[src/rtl/uart_regif_pkg.sv]
package uart_regif_pkg;

  localparam int DATA_W = 8;
  localparam int ADDR_W = 3;
  localparam int DIV_W  = 16;
  localparam int IEN_W  = 4;
  localparam int MCR_W  = 5;

  localparam logic [ADDR_W-1:0] OFS_DATA = 3'd0;
  localparam logic [ADDR_W-1:0] OFS_IEN  = 3'd1;
  localparam logic [ADDR_W-1:0] OFS_ID   = 3'd2;
  localparam logic [ADDR_W-1:0] OFS_LCTL = 3'd3;
  localparam logic [ADDR_W-1:0] OFS_MCTL = 3'd4;
  localparam logic [ADDR_W-1:0] OFS_LSTA = 3'd5;
  localparam logic [ADDR_W-1:0] OFS_MSTA = 3'd6;
  localparam logic [ADDR_W-1:0] OFS_SCR  = 3'd7;

  localparam logic [DATA_W-1:0] ID_NONE  = 8'h01;
  localparam logic [DATA_W-1:0] ID_TXEMP = 8'h02;
  localparam logic [DATA_W-1:0] ID_RXRDY = 8'h04;

  typedef struct packed {
    logic temt;
    logic thre;
    logic bi;
    logic oe;
    logic dr;
  } line_stat_t;

  // priority encoder of the identification value
  function automatic logic [DATA_W-1:0] id_code(input logic rx_int, input logic tx_int);
    if (rx_int)      return ID_RXRDY;
    else if (tx_int) return ID_TXEMP;
    else             return ID_NONE;
  endfunction

  // status flags placed at their bit positions
  function automatic logic [DATA_W-1:0] lsta_pack(input line_stat_t s);
    return {1'b0, s.temt, s.thre, s.bi, 2'b00, s.oe, s.dr};
  endfunction

  // modem status view; pins = {dcd, ri, dsr, cts}
  function automatic logic [DATA_W-1:0] msta_view(input logic [MCR_W-1:0] mc,
                                                   input logic [3:0] pins);
    if (mc[4]) return {mc[3], mc[2], mc[0], mc[1], 4'b0000};
    else       return {pins, 4'b0000};
  endfunction

  function automatic logic [3:0] word_bits(input logic [1:0] wl);
    return 4'd5 + {2'b00, wl};
  endfunction

endpackage

[src/rtl/uart_regif_line.sv]
module uart_regif_line
  import uart_regif_pkg::*;
(
  input  logic              clk,
  input  logic              rst_n,
  input  logic              thr_wr,
  input  logic              rbr_rd,
  input  logic              lsta_rd,
  input  logic [DATA_W-1:0] wdata,
  input  logic              tx_done,
  input  logic              rx_strobe,
  input  logic              rx_break,
  input  logic [DATA_W-1:0] rx_data,
  output line_stat_t        stat,
  output logic [DATA_W-1:0] rbr,
  output logic [DATA_W-1:0] tx_data,
  output logic              tx_valid
);

  logic rx_brk_evt, rx_take, rx_drop;

  assign rx_brk_evt = rx_strobe && rx_break;
  assign rx_take    = rx_strobe && !rx_break && !stat.dr;
  assign rx_drop    = rx_strobe && !rx_break && stat.dr;
  assign tx_valid   = !stat.thre;

  always_ff @(posedge clk) begin
    if (!rst_n) begin
      stat    <= '{temt: 1'b1, thre: 1'b1, default: 1'b0};
      rbr     <= '0;
      tx_data <= '0;
    end else begin
      if (thr_wr) begin
        tx_data   <= wdata;
        stat.thre <= 1'b0;
        stat.temt <= 1'b0;
      end
      if (tx_done) begin
        stat.thre <= 1'b1;
        stat.temt <= 1'b1;
      end
      if (rbr_rd) begin
        stat.dr <= 1'b0;
        stat.bi <= 1'b0;
      end
      if (lsta_rd) stat.oe <= 1'b0;
      if (rx_brk_evt) begin
        rbr     <= '0;
        stat.bi <= 1'b1;
        stat.dr <= 1'b1;
      end else if (rx_take) begin
        rbr     <= rx_data;
        stat.dr <= 1'b1;
      end else if (rx_drop) begin
        stat.oe <= 1'b1;
      end
    end
  end

  AST_THR_BUSY: assert property (@(posedge clk) disable iff (!rst_n)
    thr_wr && !tx_done |=> tx_valid && !stat.temt);
  AST_DONE_EMPTY: assert property (@(posedge clk) disable iff (!rst_n)
    tx_done |=> stat.thre && stat.temt);
  AST_RBR_CLEAR: assert property (@(posedge clk) disable iff (!rst_n)
    rbr_rd && !rx_strobe |=> !stat.dr && !stat.bi);
  AST_BREAK_SET: assert property (@(posedge clk) disable iff (!rst_n)
    rx_brk_evt |=> stat.bi && stat.dr && (rbr == '0));
  AST_DROP_KEEP: assert property (@(posedge clk) disable iff (!rst_n)
    rx_drop |=> stat.oe && $stable(rbr));
  AST_TAKE_LOAD: assert property (@(posedge clk) disable iff (!rst_n)
    rx_take |=> stat.dr && (rbr == $past(rx_data)));

endmodule

[src/rtl/uart_regif_irq.sv]
module uart_regif_irq
  import uart_regif_pkg::*;
(
  input  logic              clk,
  input  logic              rst_n,
  input  logic              dr,
  input  logic              thre,
  input  logic              en_rx,
  input  logic              en_tx,
  input  logic              ien_wr,
  input  logic              id_rd,
  input  logic              tx_done,
  output logic [DATA_W-1:0] id_val,
  output logic              irq,
  output logic              tx_pend
);

  logic pend_set, pend_clr;

  assign id_val   = id_code(dr && en_rx, tx_pend && en_tx);
  assign irq      = (id_val != ID_NONE);
  assign pend_set = tx_done || (ien_wr && thre);
  assign pend_clr = id_rd && (id_val == ID_TXEMP);

  always_ff @(posedge clk) begin
    if (!rst_n)        tx_pend <= 1'b0;
    else if (pend_set) tx_pend <= 1'b1;
    else if (pend_clr) tx_pend <= 1'b0;
  end

  AST_PEND_CLEAR: assert property (@(posedge clk) disable iff (!rst_n)
    pend_clr && !tx_done && !(ien_wr && thre) |=> !tx_pend);
  AST_PEND_REARM: assert property (@(posedge clk) disable iff (!rst_n)
    ien_wr && thre |=> tx_pend);
  AST_RX_FIRST: assert property (@(posedge clk) disable iff (!rst_n)
    dr && en_rx |-> irq && (id_val == ID_RXRDY));

endmodule

[src/rtl/uart_regif_modem.sv]
module uart_regif_modem
  import uart_regif_pkg::*;
(
  input  logic [MCR_W-1:0]  mctl,
  input  logic              cts,
  input  logic              dsr,
  input  logic              ri,
  input  logic              dcd,
  output logic [DATA_W-1:0] msta,
  output logic              dtr,
  output logic              rts,
  output logic              out1,
  output logic              out2
);

  assign msta = msta_view(mctl, {dcd, ri, dsr, cts});
  assign dtr  = mctl[0];
  assign rts  = mctl[1];
  assign out1 = mctl[2];
  assign out2 = mctl[3];

endmodule

[src/rtl/uart_regif.sv]
module uart_regif
  import uart_regif_pkg::*;
#(
  parameter logic [DIV_W-1:0] DIV_RESET = 16'd12
) (
  input  logic              clk,
  input  logic              rst_n,
  input  logic [ADDR_W-1:0] bus_addr,
  input  logic              bus_wr,
  input  logic              bus_rd,
  input  logic [DATA_W-1:0] bus_wdata,
  output logic [DATA_W-1:0] bus_rdata,
  output logic              irq_o,
  output logic [DATA_W-1:0] tx_data_o,
  output logic              tx_valid_o,
  input  logic              tx_done_i,
  input  logic              rx_strobe_i,
  input  logic              rx_break_i,
  input  logic [DATA_W-1:0] rx_data_i,
  output logic              dtr_o,
  output logic              rts_o,
  output logic              out1_o,
  output logic              out2_o,
  input  logic              cts_i,
  input  logic              dsr_i,
  input  logic              ri_i,
  input  logic              dcd_i,
  output logic              brk_o,
  output logic [DIV_W-1:0]  divisor_o,
  output logic [3:0]        data_bits_o
);

  localparam int HALF = DIV_W / 2;

  logic [DATA_W-1:0] lctl_q, scr_q, rbr, id_val, msta;
  logic [IEN_W-1:0]  ien_q;
  logic [MCR_W-1:0]  mctl_q;
  logic [DIV_W-1:0]  div_q;
  line_stat_t        stat;
  logic              tx_pend, dlab;
  logic              wr_thr, wr_dll, wr_dlm, wr_ien, rd_rbr, rd_id, rd_lsta;

  assign dlab    = lctl_q[7];
  assign wr_thr  = bus_wr && (bus_addr == OFS_DATA) && !dlab;
  assign wr_dll  = bus_wr && (bus_addr == OFS_DATA) && dlab;
  assign wr_ien  = bus_wr && (bus_addr == OFS_IEN)  && !dlab;
  assign wr_dlm  = bus_wr && (bus_addr == OFS_IEN)  && dlab;
  assign rd_rbr  = bus_rd && (bus_addr == OFS_DATA) && !dlab;
  assign rd_id   = bus_rd && (bus_addr == OFS_ID);
  assign rd_lsta = bus_rd && (bus_addr == OFS_LSTA);

  always_ff @(posedge clk) begin
    if (!rst_n) begin
      lctl_q <= '0;
      scr_q  <= '0;
      ien_q  <= '0;
      mctl_q <= '0;
      div_q  <= DIV_RESET;
    end else begin
      if (wr_dll) div_q[HALF-1:0]     <= bus_wdata;
      if (wr_dlm) div_q[DIV_W-1:HALF] <= bus_wdata;
      if (wr_ien) ien_q <= bus_wdata[IEN_W-1:0];
      if (bus_wr && (bus_addr == OFS_LCTL)) lctl_q <= bus_wdata;
      if (bus_wr && (bus_addr == OFS_MCTL)) mctl_q <= bus_wdata[MCR_W-1:0];
      if (bus_wr && (bus_addr == OFS_SCR))  scr_q  <= bus_wdata;
    end
  end

  uart_regif_line u_line (
    .clk      (clk),
    .rst_n    (rst_n),
    .thr_wr   (wr_thr),
    .rbr_rd   (rd_rbr),
    .lsta_rd  (rd_lsta),
    .wdata    (bus_wdata),
    .tx_done  (tx_done_i),
    .rx_strobe(rx_strobe_i),
    .rx_break (rx_break_i),
    .rx_data  (rx_data_i),
    .stat     (stat),
    .rbr      (rbr),
    .tx_data  (tx_data_o),
    .tx_valid (tx_valid_o)
  );

  uart_regif_irq u_irq (
    .clk    (clk),
    .rst_n  (rst_n),
    .dr     (stat.dr),
    .thre   (stat.thre),
    .en_rx  (ien_q[0]),
    .en_tx  (ien_q[1]),
    .ien_wr (wr_ien),
    .id_rd  (rd_id),
    .tx_done(tx_done_i),
    .id_val (id_val),
    .irq    (irq_o),
    .tx_pend(tx_pend)
  );

  uart_regif_modem u_modem (
    .mctl(mctl_q),
    .cts (cts_i),
    .dsr (dsr_i),
    .ri  (ri_i),
    .dcd (dcd_i),
    .msta(msta),
    .dtr (dtr_o),
    .rts (rts_o),
    .out1(out1_o),
    .out2(out2_o)
  );

  always_comb begin
    case (bus_addr)
      OFS_DATA: bus_rdata = dlab ? div_q[HALF-1:0] : rbr;
      OFS_IEN:  bus_rdata = dlab ? div_q[DIV_W-1:HALF] : {{(DATA_W-IEN_W){1'b0}}, ien_q};
      OFS_ID:   bus_rdata = id_val;
      OFS_LCTL: bus_rdata = lctl_q;
      OFS_MCTL: bus_rdata = {{(DATA_W-MCR_W){1'b0}}, mctl_q};
      OFS_LSTA: bus_rdata = lsta_pack(stat);
      OFS_MSTA: bus_rdata = msta;
      default:  bus_rdata = scr_q;
    endcase
  end

  assign brk_o       = lctl_q[6];
  assign divisor_o   = div_q;
  assign data_bits_o = word_bits(lctl_q[1:0]);

  AST_DIV_LOW: assert property (@(posedge clk) disable iff (!rst_n)
    wr_dll |=> divisor_o[HALF-1:0] == $past(bus_wdata));
  AST_IRQ_ENABLE: assert property (@(posedge clk) disable iff (!rst_n)
    irq_o |-> (ien_q[0] || ien_q[1]));
  AST_PEND_VISIBLE: assert property (@(posedge clk) disable iff (!rst_n)
    tx_pend && ien_q[1] |-> irq_o);

endmodule

[config.mk]
export PLATFORM = sky130hd
export DESIGN_NAME = uart_regif
export DESIGN_NICKNAME = d
export VERILOG_FILES = /design/src/rtl/uart_regif_pkg.sv /design/src/rtl/uart_regif_line.sv /design/src/rtl/uart_regif_irq.sv /design/src/rtl/uart_regif_modem.sv /design/src/rtl/uart_regif.sv
export SDC_FILE = /design/constraint.sdc
export NUM_CORES = 1
export LEC_CHECK = 0
export BUFFER_PORTS_ARGS = -buffer_cell sky130_fd_sc_hd__buf_2
export CORE_MARGIN = 2
export CORE_UTILIZATION = 59
export DETAILED_ROUTE_END_ITERATION = 10
export HOLD_SLACK_MARGIN = 0.08
export PLACE_DENSITY_LB_ADDON = 0.2
export SLEW_MARGIN = 10
export SYNTH_ARGS = -nofsm -noshare
export SYNTH_HDL_FRONTEND = slang
export SYNTH_HIERARCHICAL = 1
export SYNTH_SLANG_ARGS = --single-unit
[constraint.sdc]
create_clock -name clk -period 4.8 [get_ports clk]
set_input_delay 0.96 -clock clk [delete_from_list [all_inputs] [get_ports clk]]
set_output_delay 0.96 -clock clk [all_outputs]
set_load 0.03 [all_outputs]
* After elaboration in Yosys (flattened, before gate mapping) *
Index checks and enable logic that the tools add are counted.
W data, S select, Z words.

operators by class
  $add $sub $neg = 1
  equality and inequality tests = 9
  muxes and demuxes = 16
  bitwise gates (word level) = 1
  reductions and logical operators = 32

operators with widths
  kind                   count
  $pmux W8 S7            1
  $mux W8                4
  $logic_and A1 B1 Y1    21
  $eq A3 B3 Y1 const B   4
  $mux W1                10
  $eq A8 B2 Y1 const B   1
  $ne A8 B1 Y1 const B   1
  $eq A3 B2 Y1 const B   2
  $add A3 B2 Y4 const A  1
  $logic_not A1 Y1       4
  $reduce_bool A2 Y1     2
  $reduce_or A2 Y1       2
  $eq A3 B1 Y1 const B   1
  $logic_not A3 Y1       1
  $reduce_bool A3 Y1     1
  $mux W2                1
  $logic_or A1 B1 Y1     1
  $not A1 Y1             1

storage, ports and cells
  register bits = 62
  input port bits = 30
  output and inout port bits = 43
  logic and storage cells = 72

* Longest topological paths before layout *
Gate-level depths: netlist (run 1).

  depth in word-level cells = 7
  mapped depth = 7
  mapped depth without buffers = 7

* Cells and area by module *
Netlist (run 1), hierarchy kept.

modules (own cells, without submodules)
  module            times used  cells an instance  area each (µm²)  seq. area each (µm²)
  uart_regif        1           271                2314.7           820.8
  uart_regif_line   1           79                 774.5            400.4
  uart_regif_irq    1           16                 123.9            20.0
  uart_regif_modem  1           13                 108.9            0.0

* Worst setup path before layout (run 1) *
Ideal clock, no wire load.

  kind = input to output
  start = input bus_addr[1]
  end = output bus_rdata[4]
  arrival time = 2.325 ns
  required time = 3.840 ns
  path slack = 1.515 ns
  cell stages on the path = 7
  path buffers = 3
  cell sequence = buf_4 > buf_2 > buf_2 > a21oi_1 > o21ai_0 > a21oi_1 > nor3_1

on the way
  longest elaborated chain between the ends = 2
  elaborated cells on any way between the ends = 8
  classes of those cells = 6 x eq/ne; 1 x mux; 1 x reduce/logical

RTL lines
  element                               RTL line           source
  start: declaration                    uart_regif.sv:8    input logic [ADDR_W-1:0] bus_addr,
  $eq A3 B3 Y1 (tied with other cells)  uart_regif.sv:115  case (bus_addr)
  $pmux W8 S7 *                         uart_regif.sv:115
  end: declaration                      uart_regif.sv:12   output logic [DATA_W-1:0] bus_rdata,

Every way passes the cells marked *; elsewhere a longest branch is shown, timed or not.

* Final worst setup path (run 1) *
  start = input bus_addr[2]
  end = output bus_rdata[2]

The elaborated chain is that of the path after synthesis.

==> metrics.md, run 1 <==
| Metric | Value |
|---|---|
| Slew margin rel. | `34.0%` |
| Site row count | `27` |
| HP Class | `flip-flop to flip-flop` |
| CTS Hold Bufs | `0` |
| Data required, critical path | `3.84 ns` |
| Fin. max-slew vios | `0` |
| Total wire length | `8.34 mm` |
| Routed wire per std cell | `16.4 um` |
| Floorplan Core Area | `0.00547 mm2` |
| Worst-path clk slew | `0.07 ns` |
| CTS Buffer Depth | `2` |
| First-pass GRT wire length | `13.2 mm` |
| PD cells | `300 mW/mm2` |
| Layout Nets | `465` |
| Die Y-Extent | `79.0 um` |
| Commonest non-fill, non-tap cells in the layout | `nand2_1, buf_2, dfxtp_1, mux2i_1, nor2b_1` |
| Root cell of the clock tree | `clkbuf_8` |
| Initial core utilization | `60.7%` |
| Synthesis Warnings | `6` |
| WHS Path Cells | `2` |
| Cell mode on critical path | `buf_2` |
| H-tree levels | `3` |
| Setup crit end kind | `output pin` |
| Worst VDD drop | `218 uV` |
| Worst R2R Start | `lctl_q[7]` |
| Core Util, Final | `68.8%` |
| Synth unique cells | `55` |
| Die ar. | `0.00625 mm2` |
| Worst reg-to-reg setup slack | `2.75 ns` |
| Largest net degree at the start of global routing | `71` |
| Hold Startpoint | `u_irq/tx_pend` |
| Status | `completed` |
| Async set-reset flop share out of synthesis | `0%` |
| Post-CTS Resized | `0` |
| Synth Area per Inst | `8.77 um2` |
| Die width | `79.0 um` |
| Max Freq | `278 MHz` |
| Critical path startpoint category | `primary input` |
| Initial antenna violation count | `0` |
| CP max-delay cell | `buf_2` |
| Via-to-Cell Ratio | `5.54` |
| HPWL Detailed | `5.87 mm` |
| Drc violations | `0` |
| Buffers on Ports | `72` |
| Post-layout minimum cycle time | `3.60 ns` |
| Worst R2R Path Depth | `5` |
| Post-Syn Area | `0.00332 mm2` |
| Number of synthesized register bits | `62` |
| Final hold vios | `0` |
| Total gr overflow | `0` |
| Worst slew pin tran | `0.990 ns` |
| Clock Skews | `0.00949 ns` |
| ANT cells | `0` |
| Synth Flop Type | `dfxtp_1` |
| Layout cells sized above 1 | `24.5%` |
| Critical Path AT | `2.64 ns` |
| CTS sink count | `62` |
| Setup TNS | `0 ns` |
| Sequential fraction of the synthesis area | `37.4%` |
| Vias in the first global route | `2577` |
| Number of CTS-inserted buffers | `9` |
| GRT Total Usage | `28.2%` |
| Area delta synth->final | `13.3%` |
| Final period utilization | `74.9%` |
| Max Cap Viol | `0` |
| Synth Instances | `379` |
| GP Congestion | `0.870` |
| Post-CTS setup buffers | `0` |
| Worst Path Max Fanout | `38` |
| Setup CP Type | `primary input to output pin` |
| Leak | `1.53 nW` |
| Final setup fails | `0` |
| CTS tree | `built` |
| Reg2reg end | `divisor_o[3]` |
| Post-synth EDFFs | `0` |
| CP cell instances | `buf_2 -> nand2b_1 -> o22ai_1 -> a211oi_1 -> buf_2` |
| I/O Pins | `73` |
| Vias | `2819` |
| Drt first pass iters | `4` |
| CP peak stage delay | `0.53 ns` |
| Starting DRT DRC Count | `229` |
| Hold endpoint | `u_irq/tx_pend` |
| Final ANT Viol Nets | `0` |
| RSZ-0062 raised after global routing | `no` |
| Insertion delay to the later sink of the worst-skew pair | `0.34 ns` |
-- Yosys cell counts (all sizes together), types with 2 or more instances --
cell,count,area (um2)
a211oi,2,15.0
a21boi,28,225
a21oi,7,35.0
a311oi,2,17.5
a32oi,2,17.5
and3,5,31.3
buf,28,199
clkbuf,8,31.3
conb,2,7.51
dfxtp,62,1240
inv,11,41.3
mux2,10,116
mux2i,36,360
nand2,72,270
nand2b,3,26.3
nand3,4,25.0
nand3b,3,38.8
nor2,11,41.3
nor2b,27,169
nor3,5,41.3
nor4,2,27.5
o211ai,6,45.0
o21ai,18,93.8
o22a,2,17.5
o22ai,9,56.3
o31ai,2,15.0
-- layout make-up --
| class | instances | area, um2 |
|---|---|---|
| clock inverters | 1 | 30.0 |
| flip-flops and latches | 62 | 1240 |
| inverters | 11 | 41.3 |
| fillers | 491 | 1710 |
| well taps | 72 | 90.1 |
| clock buffers | 13 | 159 |
| multi-input cells | 277 | 1840 |
| repair buffers | 73 | 368 |
-- worst max path at each step --
| stage | startpoint | end | slack (ns) | cells past startpoint |
|---|---|---|---|---|
| finish | bus_addr[2] | bus_rdata[2] | 1.20 | 5 |
| global route | bus_addr[2] | bus_rdata[2] | 1.14 | 5 |
| CTS | bus_addr[2] | bus_rdata[2] | 1.26 | 5 |
| detailed placement | bus_addr[2] | bus_rdata[2] | 1.27 | 5 |
| global placement | bus_addr[2] | bus_rdata[2] | 1.28 | 5 |
| floorplan | bus_addr[1] | bus_rdata[4] | 1.51 | 7 |
-- state kept, by name (all words and copies together), names as in the netlist --
register and cells:
divisor_o 16, ien_q 4, lctl_q 8, mctl_q 5, scr_q 8, u_irq/tx_pend 1, u_line/rbr 8, u_line/stat 4
u_line/tx_data 8
-- power by group --
| group | leakage (nW) | internal [mW] | switching, mW |
|---|---|---|---|
| Clock | 0.0956 | 0.263 | 0.186 |
| Combinational | 0.930 | 0.0534 | 0.0919 |
| Sequential | 0.502 | 0.526 | 0.00903 |
-- metal layers --
| metal | track usage, % | share of wire [%] | vias to the layer above | routed length (um) |
|---|---|---|---|---|
| met5 | 0 | 0 | - | 0 |
| met2 | 43.0 | 46 | 115 | 3840 |
| li1 | - | - | 1404 | - |
| met3 | 5.68 | 7.1 | 22 | 596 |
| met4 | 14.7 | 3.8 | 0 | 315 |
| met1 | 37.8 | 43 | 1278 | 3590 |
-- metrics by stage --
stage	instance area [um2]	instances	total power [mW]	hold slack, ns	setup slack (ns)
after floorplan	3350	386	0.652	0.440	1.51
after global placement	3580	495	0.687	0.454	1.28
after detailed placement	3580	495	0.689	0.457	1.27
after CTS	3760	509	1.13	0.467	1.26
after global routing	3760	509	1.17	0.484	1.14
final	3760	509	1.13	0.464	1.20
-- critical path: cells and delay by family --
kind | cells | cell delay (ns)
AO/OA/AOI/OAI | 2 | 0.47
AND/OR/NAND/NOR | 1 | 0.40
buffers and inverters | 2 | 0.79
-- cells by family after synthesis --
| family | Yosys count | synth area share [%] |
|---|---|---|
| buffers and inverters | 47 | 8.17 |
| flip-flops | 62 | 37.4 |
| other | 2 | 0.226 |
| AND/OR/NAND/NOR | 135 | 20.8 |
| AO/OA/AOI/OAI | 85 | 18.0 |
| adder cells (fa/ha/maj) | 1 | 0.377 |
| multiplexers | 47 | 15.0 |
No activity file was read; power rests on OpenSTA's default activity.
==> inputs of run 2 (changes only) <==
--- a/config.mk
+++ b/config.mk
@@ -5,9 +5,10 @@
 export SDC_FILE = /design/constraint.sdc
 export NUM_CORES = 1
 export LEC_CHECK = 0
+export ABC_AREA = 1
 export BUFFER_PORTS_ARGS = -buffer_cell sky130_fd_sc_hd__buf_2
 export CORE_MARGIN = 2
-export CORE_UTILIZATION = 59
+export CORE_UTILIZATION = 49
 export DETAILED_ROUTE_END_ITERATION = 10
 export HOLD_SLACK_MARGIN = 0.08
 export PLACE_DENSITY_LB_ADDON = 0.2
==> constraint.sdc (replaced) <==
create_clock -name clk -period 3.1 [get_ports clk]
set_input_delay 0.62 -clock clk [delete_from_list [all_inputs] [get_ports clk]]
set_output_delay 0.62 -clock clk [all_outputs]
set_load 0.03 [all_outputs]
==> run 2 against run 1 <==
Against the previous run: via count increased by 26%; global-route usage decreased by 1.4 points; largest power group unchanged; sequential power grew 57%; critical path type unchanged; non-clock buffer count rose by 3; highest routed layer unchanged; first-iteration DRC count rose by 28%; die area is 23% higher.
==> metrics.md, run 2 <==
| Metric | Value |
|---|---|
| Status | `completed` |
| CTS sink count | `62 (unchanged)` |
| Max reg flops | `16 (unchanged)` |
| Largest area contributor in the netlist | `dfxtp_1` |
| Synth Instances | `535 (+41%)` |
| Worst R2R Path Depth | `6 (+1)` |
| Cell mode on critical path | `buf_2` |
| Post-Syn Area | `0.00344 mm2 (+3.4%)` |
| Clock Skews | `0.00890 ns (-0.000596 ns)` |
| Total gr overflow | `0 (unchanged)` |
| GRT Total Usage | `26.8% (-1.4 points)` |
| Die width | `87.7 um (+11%)` |
| CP max-delay cell | `buf_2` |
| Number of CTS-inserted buffers | `9 (unchanged)` |
| Non-Filler Instances | `694 (+36%)` |
| HP Class | `flip-flop to flip-flop` |
| Floorplan Core Area | `0.00679 mm2 (+24%)` |
| HPWL Detailed | `7.13 mm (+22%)` |
| Routed wire per std cell | `14.2 um (-14%)` |
| Main area contributors after synthesis | `dfxtp_1, nand2_1, nor2_1, inv_1, o21ai_0` |
| Crit path from | `bus_addr[2]` |
| Reg2reg end | `u_line/tx_data[3]` |
| Most common cell after layout, fill and taps aside | `nand2_1` |
| Die Y-Extent | `87.7 um (+11%)` |
| Site row count | `30 (+11%)` |
| Total design power | `1.85 mW (+63%)` |
| Synthesis Warnings | `6 (unchanged)` |
| Drt first pass iters | `5 (+1)` |
| Final hold vios | `0 (unchanged)` |
| Top-area cell type share of the netlist area | `36.1% (-1.2 points)` |
| Final ANT Viol Nets | `0 (unchanged)` |
| I/O Pins | `73 (unchanged)` |
| Post-CTS setup buffers | `0 (unchanged)` |
| ANT cells | `0 (unchanged)` |
| Layout cells sized above 1 | `19.6% (-4.9 points)` |
| Largest net degree at the start of global routing | `33 (-54%)` |
| Root cell of the clock tree | `clkbuf_8` |
| Worst Path Max Fanout | `22 (-42%)` |
| CP peak stage delay | `0.37 ns (-0.16 ns)` |
| Buffers on Ports | `72 (unchanged)` |
| Commonest non-fill, non-tap cells in the layout | `nand2_1, nor2_1, buf_2, dfxtp_1, inv_1` |
| Sequential fraction of the synthesis area | `36.1% (-1.2 points)` |
| Max Freq | `371 MHz` |
| Synth unique cells | `29 (-47%)` |
| Post-synth EDFFs | `0 (unchanged)` |
| Post-route cell area | `0.00394 mm2 (+4.6%)` |
| Placed Instances | `678 (+37%)` |
| H-tree levels | `3 (unchanged)` |
| Die ar. | `0.00770 mm2 (+23%)` |
| Initial core utilization | `50.6% (-10 points)` |
| CTS tree | `built` |
| Worst-path clk slew | `0.08 ns (about the same)` |
| Synth cell count leaders | `nand2_1, nor2_1, dfxtp_1` |
| CP cell instances | `buf_2 -> inv_2 -> nand2_1 -> a21oi_1 -> nor2_1 -> nand3_1 -> buf_2` |
| Setup crit end | `bus_rdata[6]` |
| Insertion delay to the later sink of the worst-skew pair | `0.35 ns (about the same)` |
| RSZ-0062 raised after global routing | `no` |
| Number of synthesized register bits | `62 (unchanged)` |
| Data required, critical path | `2.48 ns (-1.36 ns)` |
| Worst VDD drop | `249 uV (+14%)` |
| Final period utilization | `86.9%` |
| Post-layout minimum cycle time | `2.69 ns` |
| Area after DPL | `0.00373 mm2 (+4.3%)` |
| First-pass GRT wire length | `15.7 mm (+20%)` |
| Setup CP Type | `primary input to output pin` |
| Starting DRT DRC Count | `293 (+28%)` |
| Synth Flop Type | `dfxtp_1` |
| CTS Hold Bufs | `0 (unchanged)` |
| Via-to-Cell Ratio | `5.11 (-7.7%)` |
| Max Cap Viol | `0 (unchanged)` |
| Layout Nets | `624 (+34%)` |
| Total wire length | `9.82 mm (+18%)` |
| Synth Area per Inst | `6.42 um2 (-27%)` |
| Post-CTS Resized | `0 (unchanged)` |
| Final setup fails | `0 (unchanged)` |
| Drc violations | `0 (unchanged)` |
| Async set-reset flop share out of synthesis | `0% (unchanged)` |
| Leak | `2.10 nW (+38%)` |
| Setup TNS | `0 ns (unchanged)` |
| Setup crit end kind | `output pin` |
| Initial antenna violation count | `0 (unchanged)` |
| GP Congestion | `1.03 (+18%)` |
| Vias in the first global route | `3202 (+24%)` |
| Fin. max-slew vios | `0 (unchanged)` |
| CTS Buffer Depth | `2 (unchanged)` |
| Worst R2R Start | `lctl_q[7]` |
| Critical Path AT | `2.07 ns (-0.57 ns)` |
| PD cells | `469 mW/mm2 (+56%)` |
| Vias | `3546 (+26%)` |
| Critical path startpoint category | `primary input` |
| Worst reg-to-reg setup slack | `1.57 ns (-1.18 ns)` |
| Most frequent cell after synthesis | `nand2_1` |
| Area delta synth->final | `14.6%` |
-- run 2: cell count changes in the layout (fill, tap and decap cells not counted), moves of 9 or more --
cell,delta
nor2b_1,-27
o22ai_1,-9
inv_1,+46
a21boi_0,-25
a21oi_1,+13
nand2_1,+66
nand3_1,+16
nor2_1,+105
o21ai_0,+14
nand4_1,+23
mux2i_1,-36
-- run 2: layout make-up --
class | instances | area [um2]
fillers | 682 | 2860
multi-input cells | 381 | 1740
flip-flops and latches | 62 | 1240
repair buffers | 76 | 390
inverters | 63 | 241
clock buffers | 12 | 155
well taps | 96 | 120
clock inverters | 4 | 53.8
-- run 2: worst min path at each step --
| stage | slack (ns) | to | from | cells after the start |
|---|---|---|---|---|
| 2_1_floorplan | 0.43 | lctl_q[5] | lctl_q[5] | 2 |
| 3_3_place_gp | 0.45 | lctl_q[5] | lctl_q[5] | 2 |
| 3_5_place_dp | 0.45 | lctl_q[5] | lctl_q[5] | 2 |
| 4_1_cts | 0.46 | lctl_q[5] | lctl_q[5] | 2 |
| 5_1_grt | 0.48 | u_line/stat[3] | tx_done_i | 3 |
| 6_report | 0.46 | lctl_q[5] | lctl_q[5] | 2 |
-- run 2: routing by layer --
| layer | up-vias | wire length [um] | global-route usage (%) |
|---|---|---|---|
| met5 | - | 0 | 0 |
| met4 | 0 | 433 | 14.0 |
| met3 | 29 | 692 | 7.82 |
| met2 | 144 | 4400 | 39.5 |
| met1 | 1602 | 4300 | 35.5 |
| li1 | 1771 | - | - |
-- run 2: report_power, final --
| part | switching (mW) | internal, mW | leakage, nW |
|---|---|---|---|
| Sequential | 0.0190 | 0.822 | 0.504 |
| Clock | 0.345 | 0.418 | 0.0992 |
| Combinational | 0.174 | 0.0677 | 1.50 |
| Total | 0.538 | 1.31 | 2.10 |
-- run 2: stage by stage --
stage	setup slack, ns	hold WS [ns]	utilization, %
after detailed placement	0.459	0.453	54.9
after global routing	0.287	0.483	58.0
final	0.406	0.464	58.0
after CTS	0.449	0.464	58.0
after global placement	0.541	0.451	54.9
after floorplan	0.932	0.430	-
-- run 2: kinds of logic (layout without fill, tap and decap cells) --
group	count (synthesis)	after routing	share of synthesized area, %
adders and majority gates	1	1	0.364
and+or+nand+nor	318	318	41.0
DFF	62	62	36.1
other	2	9	0.219
buffers and inverters	99	155	14.1
AOI/OAI and AO/OA	53	53	8.16
-- run 2: critical path: cells and delay by family --
family,cells,cell delay (ns)
buf+inv,3,0.81
simple gates,3,0.55
compound gates,1,0.07
